<file path="config.mk">
export PLATFORM = sky130hd
export DESIGN_NAME = vol_mute_stage
export DESIGN_NICKNAME = d
export VERILOG_FILES = /design/src/rtl/vms_pkg.sv /design/src/rtl/vms_envelope.sv /design/src/rtl/vms_scaler.sv /design/src/rtl/vms_lock_gate.sv /design/src/rtl/vol_mute_stage.sv
export SDC_FILE = /design/constraint.sdc
export NUM_CORES = 2
export LEC_CHECK = 0
export ABC_AREA = 1
export BUFFER_PORTS_ARGS = -buffer_cell sky130_fd_sc_hd__buf_4
export CAP_MARGIN = 20
export CORE_ASPECT_RATIO = 0.75
export CORE_MARGIN = 8
export CORE_UTILIZATION = 40
export CTS_BUF_LIST = sky130_fd_sc_hd__clkbuf_8
export DETAILED_ROUTE_END_ITERATION = 10
export PLACE_DENSITY_LB_ADDON = 0.3
export SYNTH_ARGS = -nofsm -noshare
export SYNTH_HDL_FRONTEND = slang
export SYNTH_SLANG_ARGS = --single-unit
</file>
<file path="constraint.sdc">
create_clock -name clk -period 14.39 [get_ports clk]
set_input_delay 0.7195 -clock clk [delete_from_list [all_inputs] [get_ports clk]]
set_output_delay 0.7195 -clock clk [all_outputs]
set_load 0.05 [all_outputs]
</file>
<file path="src/rtl/vms_pkg.sv">
`timescale 1ns/1ps
package vms_pkg;
  localparam int GAIN_W = 16;
  localparam int UNITY  = 1 << (GAIN_W - 1);
  localparam real PI    = 3.141592653589793;

  typedef logic [GAIN_W-1:0] gain_t;

  // Q1.15 gain for a volume code: two codes at 0 dB, 1 dB per code, top two silent
  function automatic gain_t vol_gain(int code, int ncodes);
    if (code <= 1) return gain_t'(UNITY);
    if (code >= ncodes - 2) return '0;
    return gain_t'($rtoi(real'(UNITY) * (10.0 ** (-real'(code - 1) / 20.0)) + 0.5));
  endfunction

  // raised-cosine envelope value for position k of steps
  function automatic gain_t env_coef(int k, int steps);
    return gain_t'($rtoi(real'(UNITY) * (1.0 + $cos(PI * real'(k) / real'(steps))) / 2.0 + 0.5));
  endfunction

  // product of two Q1.15 gains, rounded back to Q1.15
  function automatic gain_t combine_gain(gain_t a, gain_t b);
    logic [2*GAIN_W-1:0] p;
    p = {{GAIN_W{1'b0}}, a} * {{GAIN_W{1'b0}}, b} + (2*GAIN_W)'(UNITY / 2);
    return gain_t'(p >> (GAIN_W - 1));
  endfunction
endpackage

</file>
<file path="src/rtl/vms_envelope.sv">
`timescale 1ns/1ps
module vms_envelope
  import vms_pkg::*;
#(
  parameter int STEPS  = 32,
  parameter int HOLD_N = 32,
  localparam int STW   = $clog2(STEPS + 1),
  localparam int CW    = $clog2(HOLD_N),
  localparam int IW    = $clog2(STEPS)
) (
  input  logic           clk,
  input  logic           rst_n,
  input  logic           adv,
  input  logic           mute_req,
  output gain_t          env_gain,
  output logic [STW-1:0] step,
  output logic           env_active
);
  gain_t          coef_tab [STEPS];
  logic [STW-1:0] step_q, target;
  logic [CW-1:0]  hold_q;
  logic [IW-1:0]  idx;

  for (genvar k = 0; k < STEPS; k++) begin : g_coef
    localparam gain_t C = env_coef(k + 1, STEPS);
    assign coef_tab[k] = C;
  end

  assign target = mute_req ? STW'(STEPS) : '0;

  always_ff @(posedge clk) begin
    if (!rst_n) begin
      step_q <= STW'(STEPS);
      hold_q <= '0;
    end else if (adv) begin
      if (step_q == target) begin
        hold_q <= '0;
      end else if (hold_q == CW'(HOLD_N - 1)) begin
        hold_q <= '0;
        step_q <= mute_req ? step_q + STW'(1) : step_q - STW'(1);
      end else begin
        hold_q <= hold_q + CW'(1);
      end
    end
  end

  assign idx        = IW'(step_q - STW'(1));
  assign env_gain   = (step_q == '0) ? gain_t'(UNITY) : coef_tab[idx];
  assign step       = step_q;
  assign env_active = (step_q != '0) | mute_req;
endmodule

</file>
<file path="src/rtl/vms_scaler.sv">
`timescale 1ns/1ps
module vms_scaler
  import vms_pkg::*;
#(
  parameter int SW = 24,
  localparam int PW = SW + GAIN_W + 1
) (
  input  logic signed [SW-1:0] smp,
  input  gain_t                gain,
  output logic signed [SW-1:0] scaled
);
  localparam logic signed [PW-1:0] HI = {{(PW-SW+1){1'b0}}, {(SW-1){1'b1}}};
  localparam logic signed [PW-1:0] LO = ~HI;

  logic signed [PW-1:0] prod, rnd;

  always_comb begin
    prod = PW'(smp) * PW'($signed({1'b0, gain}));
    rnd  = (prod + PW'(UNITY / 2)) >>> (GAIN_W - 1);
    if (rnd > HI)      scaled = SW'(HI);
    else if (rnd < LO) scaled = SW'(LO);
    else               scaled = SW'(rnd);
  end
endmodule

</file>
<file path="src/rtl/vms_lock_gate.sv">
`timescale 1ns/1ps
module vms_lock_gate (
  input  logic clk,
  input  logic rst_n,
  input  logic pll_ok,
  input  logic dec_ok,
  input  logic pcm_ok,
  output logic lock_q
);
  always_ff @(posedge clk) begin
    if (!rst_n) lock_q <= 1'b0;
    else        lock_q <= pll_ok & dec_ok & pcm_ok;
  end
endmodule

</file>
<file path="src/rtl/vol_mute_stage.sv">
`timescale 1ns/1ps
module vol_mute_stage
  import vms_pkg::*;
#(
  parameter int SW    = 24,
  parameter int VCW   = 6,
  parameter int STEPS = 32,
  parameter int HOLD  = 32,
  localparam int NCODES = 2 ** VCW,
  localparam int STW    = $clog2(STEPS + 1)
) (
  input  logic                 clk,
  input  logic                 rst_n,
  input  logic                 smp_valid,
  input  logic signed [SW-1:0] in_l,
  input  logic signed [SW-1:0] in_r,
  input  logic [VCW-1:0]       vol_code,
  input  logic                 mute_req,
  input  logic                 auto_mute_en,
  input  logic                 pll_locked,
  input  logic                 dec_locked,
  input  logic                 pcm_flag,
  output logic                 out_valid,
  output logic signed [SW-1:0] out_l,
  output logic signed [SW-1:0] out_r,
  output logic                 mute_active,
  output logic                 lock_out
);
  gain_t                vol_tab [NCODES];
  gain_t                vol_g, env_g, comb_g;
  logic [STW-1:0]       env_step;
  logic                 env_active, hard_mute;
  logic signed [SW-1:0] chan_in  [2];
  logic signed [SW-1:0] chan_sc  [2];
  logic signed [SW-1:0] out_q    [2];

  for (genvar c = 0; c < NCODES; c++) begin : g_vol
    localparam gain_t G = vol_gain(c, NCODES);
    assign vol_tab[c] = G;
  end

  vms_envelope #(.STEPS(STEPS), .HOLD_N(HOLD)) u_env (
    .clk(clk), .rst_n(rst_n), .adv(smp_valid), .mute_req(mute_req),
    .env_gain(env_g), .step(env_step), .env_active(env_active)
  );

  vms_lock_gate u_lock (
    .clk(clk), .rst_n(rst_n), .pll_ok(pll_locked), .dec_ok(dec_locked),
    .pcm_ok(pcm_flag), .lock_q(lock_out)
  );

  assign vol_g     = vol_tab[vol_code];
  assign comb_g    = combine_gain(vol_g, env_g);
  assign hard_mute = auto_mute_en & ~lock_out;
  assign chan_in[0] = in_l;
  assign chan_in[1] = in_r;

  for (genvar ch = 0; ch < 2; ch++) begin : g_chan
    vms_scaler #(.SW(SW)) u_sc (
      .smp(chan_in[ch]), .gain(comb_g), .scaled(chan_sc[ch])
    );
  end

  always_ff @(posedge clk) begin
    if (!rst_n) begin
      out_valid <= 1'b0;
      for (int ch = 0; ch < 2; ch++) out_q[ch] <= '0;
    end else begin
      out_valid <= smp_valid;
      if (smp_valid)
        for (int ch = 0; ch < 2; ch++) out_q[ch] <= hard_mute ? '0 : chan_sc[ch];
    end
  end

  assign out_l       = out_q[0];
  assign out_r       = out_q[1];
  assign mute_active = env_active | hard_mute;
endmodule

</file>
==> impl_metrics.csv <==
group,metric,value,unit
finish,areaGrowthSynthToFinish,7.94,%
global_route,grt_use_met2,0.317,
die,coreArea,101000,µm²
worst_setup_path,worst_ep_arrival_time,13.77,ns
power,p_clk_frac,0.317,
finish,drive_above_1_share,0.0747,
sta,clock.fmax,73.7,MHz
synth,yosysTopAreaCellShare,0.461,
detailed_routing,routed_wl,128000,µm
place,globalplace.congestion,0.962,
worst_setup_path,cp_max_fo,23,
detailed_routing,antenna_left,0,
power,p_leak,24.1,nW
sta,finalHoldViolCount,0,
global_route,overflow,0,
power,peakVddDrop,0.0480,mV
die,die_x,386,µm
place,dpl.cell_count,6496,
run_status,status,"complete, no violations",
worst_setup_path,required,14.59,ns
die,rows,101,
power,comb_power_share,0.330,
cts,h-tree-depth,3,
cts,cts_tree,"yes",
worst_setup_path,start_kind,"flip-flop",
synth,ys_types,62,
synth,postSynthCellCount,5094,
sta,skew,0.0477,ns
synth,synth-seq-cells,61,
power,p_int,0.296,mW
power,seqPwrFrac,0.353,
global_route,grt_start_max_net_pins,50,
synth,synth_area,41100,µm²
power,netSwitchingPower,0.263,mW
power,power,0.559,mW
place,io_buffers,112,
synth,ys_seq_area_frac,0.0414,
global_route,grt_use_met3,0.0992,
global_route,grt_pass1_wl,205000,µm
detailed_routing,avgRoutedWirePerCell,19.6,µm
worst_setup_path,worst_path_most_repeated_cell,"fa_1",
min_path,min_path_type,"in -> reg",
synth,synth-main-ff-cell,"edfxtp_1",
cts,cts_num_sinks,61,
global_route,use_met1,0.336,
flow_run,maxCapViolCount,0,
worst_setup_path,path_delay_family,"adder cells",
synth,synth_common_cells,"inv_1, fa_1, nand2_1, nor2_1, ha_1",
synth,synth_edf_count,48,
synth,yosysMostFrequentCell,"inv_1",
sta,worst_pin_slew,1.02,ns
finish,final_nets,6552,
cts,clk_pin_slew,0.09,ns
synth,async_reset_ff_frac,0,
global_route,grt_busiest_layer,"met1",
sta,period_share,0.943,
synth,yosys_warnings,0,
synth,syn_nets,6468,
cts,root_buffer,"clkbuf_8",
detailed_routing,vias,33437,
worst_setup_path,worst_path_max_delay_cell,"fa_1",
sta,relSlewSlack,0.315,
global_route,grt_pass1_vias,35281,
global_route,grt_usage,0.232,
cts,clk_path_buf_depth,2,
finish,stdcell_count,6532,
die,die_h,293,µm
synth,synthTopCellsByArea,"fa_1, inv_1, ha_1, nand2_1, nor2_1",
worst_setup_path,critical_path.max_stage_delay,0.59,ns
sta,min_period,13.57,ns
detailed_routing,viasPerCell,5.12,
sta,finalSetupViolCount,0,
power,swShare,0.471,
cts,clk_latency,0.53,ns
detailed_routing,drtPass1Iterations,6,
die,io_pins,113,
power,p_per_area,12.6,nW/µm²
die,initial_core_util,0.405,
synth,avgSynthCellArea,8.06,µm²
synth,synth_top_cell_by_area,"fa_1",
detailed_routing,drtIter0Drc,2968,
die,dieArea,113000,µm²
worst_setup_path,worstSetupEndpointType,"flip-flop",
detailed_routing,remaining_drc_errors,0,
place,dp_hpwl,110000,µm
sta,maxSlewViolCount,0,
global_route,grt_antenna_before_repair,14,
worst_setup_path,critPathKind,"reg -> reg",
worst_setup_path,worst-path-buf-inv,18,
cts,numCtsBuffers,9,
[worst reg2reg max path: cells and delay by family (launching register included)]
kind,cells,cell delay [ns]
buf+inv,18,1.80
fa+ha+maj,16,7.38
compound gates,11,1.60
xor+xnor,1,0.22
flops,1,0.42
simple gates,18,1.85
[registers in the layout, summed over array words and instances, names as in the netlist]
name / cells
out_q: 48
out_valid: 1
u_env.hold_q: 5
u_env.step: 6
u_lock.lock_q: 1
[metrics by stage]
| step | instance area [µm²] | TNS, ns | worst slack [ns] | hold WS [ns] | utilization |
|---|---|---|---|---|---|
| 6_report | 44300 | 0 | 0.820 | 0.465 | 0.437 |
| 5_1_grt | 44300 | -0.0351 | -0.0146 | 0.454 | 0.437 |
| 4_1_cts | 44000 | 0 | 0.0339 | 0.417 | 0.433 |
| 3_5_place_dp | 43800 | 0 | 0.112 | 0.466 | 0.431 |
| 3_3_place_gp | 43800 | 0 | 0.226 | 0.462 | 0.431 |
| 2_1_floorplan | 41100 | 0 | 1.57 | 0.448 | - |
[per-layer routing]
layer | share of wire | wire (µm) | up-vias
met1 | 0.45 | 57600 | 16525
met3 | 0.13 | 16800 | 199
met2 | 0.39 | 50300 | 1497
met5 | 0.00041 | 52 | -
li1 | - | - | 15208
met4 | 0.027 | 3440 | 8
[cell usage in the layout (no fill, tap or decap), drive strengths merged, types with 11 or more instances in the layout]
cell,instances
edfxtp,48
o21ai,113
a31oi,24
nand3,142
a21oi,219
clkinv,22
xor2,39
nor2,723
ha,367
fa,945
o21a,13
dfxtp,13
nand3b,11
buf,232
nor3,26
xnor2,25
or2,12
inv,1288
nand2,822
[worst paths after layout]
path                   start               to  slack [ns]  depth (start not counted)
min reg2reg  u_env.hold_q[4]  u_env.hold_q[4]        0.49                          2
min               dec_locked    u_lock.lock_q        0.46                          3
max            u_env.step[1]     out_q[0][10]        0.82                         64
max reg2reg    u_env.step[1]     out_q[0][10]        0.82                         64
[cells by family (layout without fill, tap and decap cells)]
| logic type | Yosys count | after routing | share of synthesized area |
|---|---|---|---|
| XOR/XNOR | 64 | 64 | 0.0141 |
| AO/OA/AOI/OAI | 428 | 429 | 0.0604 |
| AND/OR/NAND/NOR | 1758 | 1761 | 0.173 |
| flip-flops | 61 | 61 | 0.0414 |
| adder cells (fa/ha/maj) | 1312 | 1312 | 0.573 |
| other | 0 | 10 | 0 |
| buffers and inverters | 1471 | 1556 | 0.138 |
[layout make-up]
cell class	count	area (µm²)
multi-input cells	3566	33900
clock inverters	7	50.0
inverters	1308	4940
diodes	10	25.0
clock buffers	9	124
repair buffers	232	1880
well taps	1339	1680
fillers	10319	57200
flip-flops and latches	61	1710
[power by group through the flow]
| stage | Clock (mW) | Combinational [mW] | Sequential, mW |
|---|---|---|---|
| floorplan | 0 | 0.0704 | 0.223 |
| global placement | 0 | 0.182 | 0.202 |
| detailed placement | 0 | 0.179 | 0.202 |
| CTS | 0.188 | 0.180 | 0.198 |
| global route | 0.193 | 0.192 | 0.198 |
| finish | 0.177 | 0.184 | 0.197 |
[repair_timing]
item                       4_1_cts  5_1_grt
hold buffers                     0        0
setup endpoints to repair        0       48
buffers inserted                 0        6
gates resized for setup          0       65
(Power assumes the default switching activity.)
